===== src/rtl/adc_pwr_pkg.sv =====
package adc_pwr_pkg;
   typedef enum logic [2:0] {
      S_BOOT, S_TMO, S_CAL, S_REST, S_PWRUP, S_ARMED, S_CONV
   } seq_state_t;

   typedef enum logic [1:0] {
      M_ON, M_PD_FULL, M_PD_PART, M_OFF
   } pwr_mode_t;
endpackage


===== src/rtl/adc_pwr_mode_dec.sv =====
module adc_pwr_mode_dec
   import adc_pwr_pkg::*;
(
   input  logic [1:0] field,
   input  logic       stay_up,
   output pwr_mode_t  mode
);
   always_comb begin
      case (field)
         2'b00:   mode = stay_up ? M_ON : M_PD_FULL;
         2'b01:   mode = M_PD_FULL;
         2'b10:   mode = M_OFF;
         default: mode = M_PD_PART;
      endcase
   end
endmodule


===== src/rtl/adc_pwr_edge.sv =====
module adc_pwr_edge #(
   parameter int SYNC_STAGES = 2
) (
   input  logic clk,
   input  logic rst_n,
   input  logic d,
   output logic fall,
   output logic rise
);
   if (SYNC_STAGES < 0 || SYNC_STAGES > 4) begin : g_bad
      $error("SYNC_STAGES must lie in 0..4");
   end

   logic chain [0:SYNC_STAGES];
   logic q;

   assign chain[0] = d;

   for (genvar i = 0; i < SYNC_STAGES; i++) begin : g_stage
      always_ff @(posedge clk or negedge rst_n) begin
         if (!rst_n) chain[i+1] <= 1'b1;
         else        chain[i+1] <= chain[i];
      end
   end

   always_ff @(posedge clk or negedge rst_n) begin
      if (!rst_n) q <= 1'b1;
      else        q <= chain[SYNC_STAGES];
   end

   assign fall = q & ~chain[SYNC_STAGES];
   assign rise = ~q & chain[SYNC_STAGES];
endmodule


===== src/rtl/adc_pwr_timer.sv =====
module adc_pwr_timer #(
   parameter int W = 8
) (
   input  logic         clk,
   input  logic         rst_n,
   input  logic         load,
   input  logic [W-1:0] load_val,
   output logic         zero
);
   if (W < 1) begin : g_bad
      $error("timer width must be positive");
   end

   logic [W-1:0] cnt;

   always_ff @(posedge clk or negedge rst_n) begin
      if (!rst_n)          cnt <= '0;
      else if (load)       cnt <= load_val;
      else if (cnt != '0)  cnt <= cnt - 1'b1;
   end

   assign zero = (cnt == '0);

   // an idle counter only moves when reloaded
   a_r5_cnt_hold: assert property (@(posedge clk) disable iff (!rst_n)
      (zero && !load) |=> zero);
   // a running counter steps down by exactly one
   a_r6_cnt_step: assert property (@(posedge clk) disable iff (!rst_n)
      (!zero && !load) |=> (cnt == $past(cnt) - 1'b1));
endmodule


===== src/rtl/adc_pwr_seq.sv =====
module adc_pwr_seq
   import adc_pwr_pkg::*;
#(
   parameter int PWRUP_CYC   = 1000,
   parameter int TMO_CYC     = 4000000,
   parameter int CAL_CYC     = 10000000,
   parameter int SYNC_STAGES = 2
) (
   input  logic       clk,
   input  logic       rst_n,
   input  logic [1:0] pm_field,
   input  logic       cfg_wr,
   input  logic       stay_up,
   input  logic       cnv_n,
   input  logic       busy,
   output logic       core_en,
   output logic       ref_en,
   output logic       conv_start,
   output logic       cal_active,
   output logic       ready,
   output logic       early_err
);
   localparam int MAX_AB = (PWRUP_CYC > TMO_CYC) ? PWRUP_CYC : TMO_CYC;
   localparam int MAXC   = (MAX_AB > CAL_CYC) ? MAX_AB : CAL_CYC;
   localparam int CW     = $clog2(MAXC + 1);
   localparam logic [CW-1:0] PU_V  = CW'(PWRUP_CYC - 1);
   localparam logic [CW-1:0] TMO_V = CW'(TMO_CYC - 1);
   localparam logic [CW-1:0] CAL_V = CW'(CAL_CYC - 1);

   if (PWRUP_CYC < 1 || TMO_CYC < 1 || CAL_CYC < 1) begin : g_bad
      $error("all cycle counts must be at least 1");
   end

   seq_state_t   st, st_n;
   pwr_mode_t    mode;
   logic         fall, rise, zero, ld;
   logic [CW-1:0] ld_v;
   logic         busy_q, pend, pend_n, err_n, cv_n;

   adc_pwr_mode_dec u_dec (.field(pm_field), .stay_up(stay_up), .mode(mode));

   adc_pwr_edge #(.SYNC_STAGES(SYNC_STAGES)) u_edge (
      .clk(clk), .rst_n(rst_n), .d(cnv_n), .fall(fall), .rise(rise));

   adc_pwr_timer #(.W(CW)) u_tmr (
      .clk(clk), .rst_n(rst_n), .load(ld), .load_val(ld_v), .zero(zero));

   always_comb begin
      st_n   = st;
      ld     = 1'b0;
      ld_v   = '0;
      cv_n   = 1'b0;
      pend_n = pend;
      err_n  = early_err;
      case (st)
         S_BOOT:
            if (cfg_wr) st_n = S_REST;
            else if (fall) begin
               st_n = S_TMO; ld = 1'b1; ld_v = TMO_V;
            end
         S_TMO:
            if (zero) begin
               st_n = S_CAL; ld = 1'b1; ld_v = CAL_V;
            end
         S_CAL:
            if (zero) st_n = S_REST;
         S_REST:
            case (mode)
               M_ON:  if (rise) begin st_n = S_CONV; cv_n = 1'b1; end
               M_OFF: st_n = S_REST;
               default:
                  if (fall) begin
                     st_n = S_PWRUP; ld = 1'b1; ld_v = PU_V;
                     err_n = 1'b0; pend_n = 1'b0;
                  end
            endcase
         S_PWRUP:
            if (zero) begin
               if (pend || rise) begin
                  st_n = S_CONV; cv_n = 1'b1; pend_n = 1'b0;
               end else begin
                  st_n = S_ARMED;
               end
            end else if (rise) begin
               pend_n = 1'b1; err_n = 1'b1;
            end
         S_ARMED:
            if (rise) begin st_n = S_CONV; cv_n = 1'b1; end
         S_CONV:
            if (busy_q && !busy) st_n = S_REST;
         default: st_n = S_BOOT;
      endcase
   end

   always_ff @(posedge clk or negedge rst_n) begin
      if (!rst_n) begin
         st         <= S_BOOT;
         busy_q     <= 1'b0;
         pend       <= 1'b0;
         early_err  <= 1'b0;
         conv_start <= 1'b0;
      end else begin
         st         <= st_n;
         busy_q     <= busy;
         pend       <= pend_n;
         early_err  <= err_n;
         conv_start <= cv_n;
      end
   end

   always_comb begin
      core_en    = (st != S_REST) || (mode == M_ON);
      ref_en     = core_en || (st == S_REST && mode == M_PD_PART);
      ready      = (st == S_ARMED) || (st == S_REST && mode == M_ON);
      cal_active = (st == S_TMO) || (st == S_CAL);
   end

   // a launch pulse lasts one cycle and only happens while powered
   a_r5_pulse_single: assert property (@(posedge clk) disable iff (!rst_n)
      conv_start |=> !conv_start);
   a_r5_start_powered: assert property (@(posedge clk) disable iff (!rst_n)
      conv_start |-> (core_en && ref_en));
   // ready implies both supplies on
   a_r1_ready_powered: assert property (@(posedge clk) disable iff (!rst_n)
      ready |-> (core_en && ref_en));
   // the off mode swallows strobe edges
   a_r3_off_quiet: assert property (@(posedge clk) disable iff (!rst_n)
      (st == S_REST && mode == M_OFF) |=> !conv_start);
   // the early flag only rises out of the power-up phase
   a_r6_early_src: assert property (@(posedge clk) disable iff (!rst_n)
      $rose(early_err) |-> ($past(st) == S_PWRUP));
   // a busy fall during conversion returns to idle
   a_r7_busy_exit: assert property (@(posedge clk) disable iff (!rst_n)
      (st == S_CONV && busy_q && !busy) |=> (st == S_REST));
   // no conversion launches inside the calibration window
   a_r8_cal_no_start: assert property (@(posedge clk) disable iff (!rst_n)
      cal_active |-> !conv_start);
   // a register write at boot skips calibration
   a_r9_skip_cal: assert property (@(posedge clk) disable iff (!rst_n)
      (st == S_BOOT && cfg_wr) |=> !cal_active);
endmodule


===== config.mk =====
export PLATFORM = sky130hd
export DESIGN_NAME = adc_pwr_seq
export DESIGN_NICKNAME = d
export VERILOG_FILES = /design/src/rtl/adc_pwr_pkg.sv /design/src/rtl/adc_pwr_mode_dec.sv /design/src/rtl/adc_pwr_edge.sv /design/src/rtl/adc_pwr_timer.sv /design/src/rtl/adc_pwr_seq.sv
export SDC_FILE = /design/constraint.sdc
export NUM_CORES = 1
export LEC_CHECK = 0
export ABC_CLOCK_PERIOD_IN_PS = 3200
export BUFFER_PORTS_ARGS = -buffer_cell sky130_fd_sc_hd__buf_2
export CAP_MARGIN = 0
export CORE_MARGIN = 1.5
export CORE_UTILIZATION = 40
export CTS_CLUSTER_SIZE = 8
export DETAILED_ROUTE_END_ITERATION = 16
export GPL_TIMING_DRIVEN = 0
export HOLD_SLACK_MARGIN = 0.02
export PLACE_DENSITY = 0.53
export REMOVE_ABC_BUFFERS = 1
export SLEW_MARGIN = 15
export SYNTH_ARGS = -nofsm -noshare
export SYNTH_HDL_FRONTEND = slang
export SYNTH_HIERARCHICAL = 1
export SYNTH_SLANG_ARGS = --single-unit

===== constraint.sdc =====
create_clock -name clk -period 3.2 [get_ports clk]
set_input_delay 0 -clock clk [delete_from_list [all_inputs] [get_ports clk]]
set_output_delay 0 -clock clk [all_outputs]
set_load 0.01 [all_outputs]

==> metrics.md, run 1 <==
| Metric | Value |
|---|---|
| Dpl ws | `-0.3152 ns` |
| Number of buffers created by CTS | `5` |
| Startpoint types | `flip-flop` |
| Slew Limit Fails | `0` |
| CTS tree | `yes` |
| Final ANT Viol Nets | `0` |
| ANT cells | `0` |
| Sequential power share | `~55%` |
| Top-count cell post-synth | `dfrtp_1` |
| Drt total wl | `roughly 5000 um` |
| Final Core Density | `46.52%` |
| Residual DRC | `0` |
| Seq/Total Area, Yosys | `between 30% and 40%` |
| Peak supply drop | `around 0.15 mV` |
| Reg2reg path depth | `9` |
| Placed cell area | `2455 sq um` |
| Clock transition at path regs | `approximately 0.070 ns` |
| Top cells by count, synth | `dfrtp_1, nand2_1, nor2_1` |
| Main synth FF type | `dfrtp_1` |
| Worst path depth | `9` |
| Port Buf Inserts | `13` |
| Max Clk Rate | `about 340 MHz` |
| Status | `complete, no violations` |
| CP cell instances | `nor4_1 -> nand4_2 -> nor2_4 -> nand3b_1 -> o21ai_4 -> buf_16 -> inv_1 -> o211a_1 -> a211o_1` |
| Netlist Area Pre-Place | `2311 sq um` |
| Global-route wire length before repair | `around 9000 um` |
| Setup ws final | `between 0.2 and 0.3 ns` |
| Die area | `6243 sq um` |
| Wirelength per Cell | `around 15 um` |
| Vias in the first global route | `1809` |
| Worst hold slack | `~0.19 ns` |
| Crit path capture type | `flip-flop` |
| Clock root buffer | `clkbuf_8` |
| Async SR Flop Fraction | `100.0%` |
| Largest net degree at the start of global routing | `38` |
| Cell Rows | `27` |
| Synth warn | `6` |
| Initial antenna violation count | `0` |
| Unique masters post-synth | `between 70 and 80` |
| Rel. slew slack | `a little under half` |
| CP max FO | `37` |
| Max cap viols | `0` |
| Gr ovfl total | `0` |
| Routed via count | `roughly 1900` |
| Clock Latency Late Sink | `0.29 ns` |
| Leading area contributor after synthesis | `dfrtp_1` |
| DRT iter0 DRCs | `between 100 and 150` |
| Number of buffers and inverters on the critical path | `2` |
| Initial Utilization | `about two fifths` |
| DP HPWL | `3455 um` |
| Worst Clk Skew | `between 0.007 and 0.008 ns` |
| Area added between synthesis and finish | `11.53%` |
| Synth area leaders | `dfrtp_1, ha_1, o21ai_0, nand2_1, xor2_1` |
| Slew @ Worst Pin | `just over 0.8 ns` |
| Worst hold-check path type | `input port to flip-flop` |
| Total Routing Usage GR | `about a fifth` |
| Crit-path slowest cell | `nor4_1` |
| H-tree Lvls | `2` |
| Clock buffer depth | `2` |
| Sink Count | `34` |
| Final Hold Viols | `0` |
| Core area | `approximately 5500 sq um` |
| Worst path arrival time | `between 3 and 4 ns` |
| Largest stage delay, worst path | `~0.6 ns` |
| Final setup fails | `0` |
| Avg Inst Size Synth | `9.134 sq um` |
| Placed Cells | `around 330` |
| Final GP Congestion | `a little under 0.8` |
| CP Class | `flip-flop to flip-flop` |
| Post-Layout Inst Area | `~2600 sq um` |
| Sw power | `between 0.15 and 0.2 mW` |
| Die Y | `roughly 79 um` |
| RSZ-0062 raised after global routing | `no` |
| Share of the synthesized area in the top cell type | `roughly 34%` |
| Drt via density | `approximately 5.4` |
| Layout cells sized above 1 | `between 10% and 20%` |
| Required time worst endpoint | `3.38 ns` |
| Fin nets | `between 200 and 300` |
| Die X-Extent | `approximately 79 um` |
| Sw Ratio | `between 20 and 25%` |
| # fillers | `roughly 560` |
| Fin crit period | `approximately 2.9 ns` |
| Cell Pwr Density | `317.5 nW/um^2` |
| Cells after Synth | `between 200 and 300` |
| Number of synthesized register bits | `34` |
| Top Ports | `14` |
| Logic pwr share | `approximately 7.5%` |
| P_int | `0.6203 mW` |
| Static Leakage | `slightly above 1 nW` |
| Number of synthesized flops with an enable pin | `0` |
| Crit share post-route | `approximately 92%` |
| Fin cells | `344` |
| Clk network pwr share | `~38%` |
| Drt pass-1 iters | `4` |
| Top delay family on crit path | `simple AND/OR/NAND/NOR gates` |
| WHS Path Cells | `5` |
==> worst paths after layout <==
| check | start | slack, ns | end |
|---|---|---|---|
| setup / recovery | u_tmr/cnt[16] | 0.27 | u_tmr/cnt[20] |
| hold / removal | cfg_wr | 0.19 | u_tmr/cnt[21] |
| setup reg to reg | u_tmr/cnt[16] | 0.27 | u_tmr/cnt[20] |
| hold reg to reg | u_edge/chain[1] | 0.36 | u_edge/chain[0] |
| max in group asynchronous | rst_n | 2.34 | st[0] |
| min in group asynchronous | rst_n | 0.33 | u_tmr/cnt[0] |
==> sequential cells by signal, indices dropped and copies added, names as in the netlist <==
signal / cells
conv_start: 1
u_edge/chain: 2
busy_q: 1
early_err: 1
pend: 1
st: 3
u_edge/q: 1
u_tmr/cnt: 24
==> metal layers <==
layer  part of all wire (%)  wire, um  GRT usage, %  up-vias
met3                    2.6       133         3.103        8
met1                     53      2651         27.75      869
met4                    1.3        64         5.965        0
met2                     43      2184         27.44       28
li1                       -         -             -      946
met5                      0         0             0        -
==> logic make-up after synthesis <==
kind of cell / count (synthesis) / synth area share [%]
muxes: 5 / 2.382
AOI/OAI and AO/OA: 65 / 19.71
xor gates and xnor gates: 17 / 6.443
other: 1 / 0.1623
adders and majority gates: 9 / 4.873
and+or+nand+nor: 101 / 25.01
buffers and inverters: 21 / 4.440
DFF: 34 / 36.98
==> worst min-delay path, delay by kind of cell <==
| family | cells | cell delay (ns) |
|---|---|---|
| and+or+nand+nor | 2 | 0.22 |
| AOI/OAI and AO/OA | 1 | 0.05 |
| buffers and inverters | 2 | 0.15 |
==> repair_timing <==
action	CTS	global route
hold buffers	3	0
buffers inserted	1	0
setup endpoints to repair	7	0
hold endpoints to repair	33	0
gates resized for setup	1	0
==> final cells by class <==
type	count	area, sq um	share of cell area (%)
Clock buffer	8	80.08	3.107
Inverter	11	41.29	1.602
Multi-Input combinational cell	201	1381	53.59
Sequential cell	34	854.6	33.16
Tap cell	72	90.09	3.495
Timing Repair Buffer	18	130.1	5.049
==> stage by stage <==
stage               power [mW]  setup TNS, ns
finish                  0.8184              0
global route            0.8647              0
CTS                     0.8345              0
detailed placement      0.5167         -1.224
global placement        0.5159         -51.09
floorplan               0.4919         -17.40
==> power groups by stage <==
stage	Clock (mW)	Combinational, mW	Sequential (mW)
4_1_cts	0.323	0.0626	0.449
5_1_grt	0.341	0.0727	0.451
2_1_floorplan	0	0.0364	0.456
6_report	0.308	0.0610	0.449
3_5_place_dp	0	0.0595	0.457
3_3_place_gp	0	0.0587	0.457
==> layout by cell type, fill, tap and decap left out, drive strengths merged, types with 2 or more instances in the layout <==
cell and n:
dfrtp 31, nand2 26, nor2 24, o21ai 24
buf 15, inv 11, xor2 11, ha 9
clkbuf 8, a21oi 7, nor4 7, nor3 7
xnor2 6, or3 5, nand2b 4, nor2b 4
nand3b 4, mux2 4, a22o 4, conb 4
nand3 4, a31oi 3, dlygate4sd3 3, dfstp 3
or2 3, o21a 2, and2b 2, o211ai 2
a211oi 2, a211o 2, o311ai 2, a221oi 2
nand4 2
Power figures use the tool's default switching activity.
==> run 2: changes to the inputs <==
ABC_CLOCK_PERIOD_IN_PS = 2600   (was 3200)
CORE_UTILIZATION = 48   (was 40)
PLACE_DENSITY = 0.65   (was 0.53)
clock period = 2.6 ns   (was 3.2 ns; I/O delays follow)
==> metrics.md, run 2 (synthesis gave the netlist of run 1 again) <==
| Metric | Value |
|---|---|
| Sequential power share | `between 50% and 60%` |
| Worst reg2reg endpoint | `u_tmr/cnt[20]` |
| Final GP Congestion | `around 0.81` |
| Final Hold Viols | `0` |
| Endpoint of the worst setup timing path | `u_tmr/cnt[20]` |
| Fin crit period | `approximately 2.4 ns` |
| Global-route wire length before repair | `~8500 um` |
| Area added between synthesis and finish | `12.94%` |
| Initial Utilization | `between 40% and 50%` |
| Placed cell area | `around 2400 sq um` |
| Final ANT Viol Nets | `0` |
| Required time worst endpoint | `between 2 and 3 ns` |
| Port Buf Inserts | `13` |
| RSZ-0062 raised after global routing | `no` |
| DRT iter0 DRCs | `150` |
| Most frequent cells in the layout | `dfrtp_1, nand2_1, nor2_1` |
| Routed via count | `1932` |
| Rel. slew slack | `49.82%` |
| Slew Limit Fails | `0` |
| Startpoint types | `flip-flop` |
| CP max FO | `29` |
| Top Ports | `14` |
| Drt via density | `slightly below 6` |
| Fin nets | `slightly below 300` |
| Crit path capture type | `flip-flop` |
| Static Leakage | `1.024 nW` |
| Max cap viols | `0` |
| Total Routing Usage GR | `a little over a fifth` |
| Crit share post-route | `between 90% and 100%` |
| Largest net degree at the start of global routing | `35` |
| Largest register FFs | `24` |
| Fin cells | `about 330` |
| Cell Pwr Density | `approximately 390 nW/um^2` |
| ANT cells | `0` |
| Die Y | `about 72 um` |
| Post-Layout Inst Area | `~2600 sq um` |
| Vias in the first global route | `approximately 1700` |
| CP Class | `flip-flop to flip-flop` |
| Commonest non-fill, non-tap cell in the layout | `dfrtp_1` |
| P_int | `between 0.7 and 0.8 mW` |
| Cell Rows | `25` |
| Sw Ratio | `~24%` |
| Sink Count | `34` |
| Slew @ Worst Pin | `about 0.75 ns` |
| Placed Cells | `about 310` |
| Die area | `approximately 5200 sq um` |
| R2R Path Start | `u_tmr/cnt[6]` |
| CTS tree | `yes` |
| Logic pwr share | `under 10%` |
| Max Clk Rate | `approximately 400 MHz` |
| Sw power | `between 0.2 and 0.25 mW` |
| Worst setup startpoint | `u_tmr/cnt[6]` |
| DP HPWL | `3342 um` |
| Clock buffer depth | `2` |
| Worst Clk Skew | `approximately 0.007 ns` |
| Gr ovfl total | `0` |
| # fillers | `about 440` |
| Clock root buffer | `clkbuf_8` |
| H-tree Lvls | `2` |
| Core area | `around 4700 sq um` |
| Peak supply drop | `between 0.2 and 0.3 mV` |
| Reg2reg path depth | `9` |
| Status | `complete, no violations` |
| Drt pass-1 iters | `4` |
| Worst path arrival time | `about 2.6 ns` |
| Initial antenna violation count | `0` |
| Residual DRC | `0` |
| Clock Latency Late Sink | `between 0.2 and 0.3 ns` |
| Final setup fails | `0` |
| Largest regs | `u_tmr/cnt: 24 flops, st: 3 flops, u_edge/chain: 2 flops` |
| Number of buffers created by CTS | `5` |
| Worst hold-check path type | `input port to flip-flop` |
| Clock transition at path regs | `0.07 ns` |
| Wirelength per Cell | `15.14 um` |
| Clk network pwr share | `37.3%` |
| Layout cells sized above 1 | `around a fifth` |
| Drt total wl | `4980 um` |
| FF-to-FF setup slack | `around 0.16 ns` |
| Biggest register | `u_tmr/cnt` |
| Die X-Extent | `around 72 um` |
-- run 2: cell count changes in the layout (fill, tap and decap cells not counted) --
cell / change
nor4_2: +2
nor3_2: -2
buf_4: +3
nor4_1: -2
nand3_2: -1
nor3_4: +2
nand3_4: +1
-- run 2: timing repair --
item                       4_1_cts  5_1_grt
hold buffers                     3        0
hold endpoints to repair        33        0
pin swaps                        3        1
buffers inserted                 3        1
setup endpoints to repair       26        8
resized for setup                4        2
-- run 2: stage by stage --
stage | hold WS, ns | utilization [%] | setup WS [ns] | TNS (ns) | total power [mW]
floorplan | -0.2956 | - | -1.739 | -31.80 | 0.6054
global placement | 0.1053 | 51.01 | -3.300 | -63.03 | 0.6327
detailed placement | 0.1061 | 51.84 | -0.8736 | -13.19 | 0.6351
CTS | 0.1885 | 55.20 | 0.009061 | 0 | 1.020
global route | 0.2314 | 55.63 | 0.005435 | 0 | 1.057
finish | 0.1896 | 55.63 | 0.1600 | 0 | 1.007
-- run 2: per-layer routing --
layer | vias up | GRT usage, % | share of wire [%]
met2 | 43 | 31.58 | 47
met5 | - | 0 | 0
li1 | 946 | - | -
met3 | 9 | 3.889 | 4.6
met4 | 0 | 7.128 | 1.6
met1 | 934 | 30.48 | 47
-- run 2: power groups by stage --
stage / clock, mW / combinational (mW) / sequential (mW)
2_1_floorplan: 0 / 0.0448 / 0.561
3_3_place_gp: 0 / 0.0702 / 0.563
3_5_place_dp: 0 / 0.0722 / 0.563
4_1_cts: 0.389 / 0.0768 / 0.554
5_1_grt: 0.412 / 0.0882 / 0.557
6_report: 0.375 / 0.0763 / 0.555
-- run 2: cell type report --
type                       count  area, sq um  area share [%]
timing repair buffer          21        152.6           5.849
sequential                    34        854.6           32.74
clock buffer                   8        80.08           3.068
tap                           54        67.56           2.589
inverter                      11        41.29           1.582
multi-input combinational    201         1414           54.17
-- run 2: how the worst min path moves through the flow --
stage | depth (start not counted) | startpoint | slack (ns) | to
2_1_floorplan | 0 | rst_n | -0.30 | busy_q
3_3_place_gp | 1 | cnv_n | 0.11 | u_edge/chain[1]
3_5_place_dp | 1 | cnv_n | 0.11 | u_edge/chain[1]
4_1_cts | 5 | cfg_wr | 0.19 | u_tmr/cnt[21]
5_1_grt | 5 | cfg_wr | 0.23 | u_tmr/cnt[21]
6_report | 5 | cfg_wr | 0.19 | u_tmr/cnt[21]
-- run 2: critical path, stage by stage, from the launching register on --
cell and delay [ns]:
dfrtp_1 0.43, nor4_4 0.41, nand3_4 0.25, nor2_4 0.18, nand3b_1 0.19, o21ai_4 0.15
buf_16 0.19, inv_1 0.13, o211a_1 0.14, a211o_1 0.26
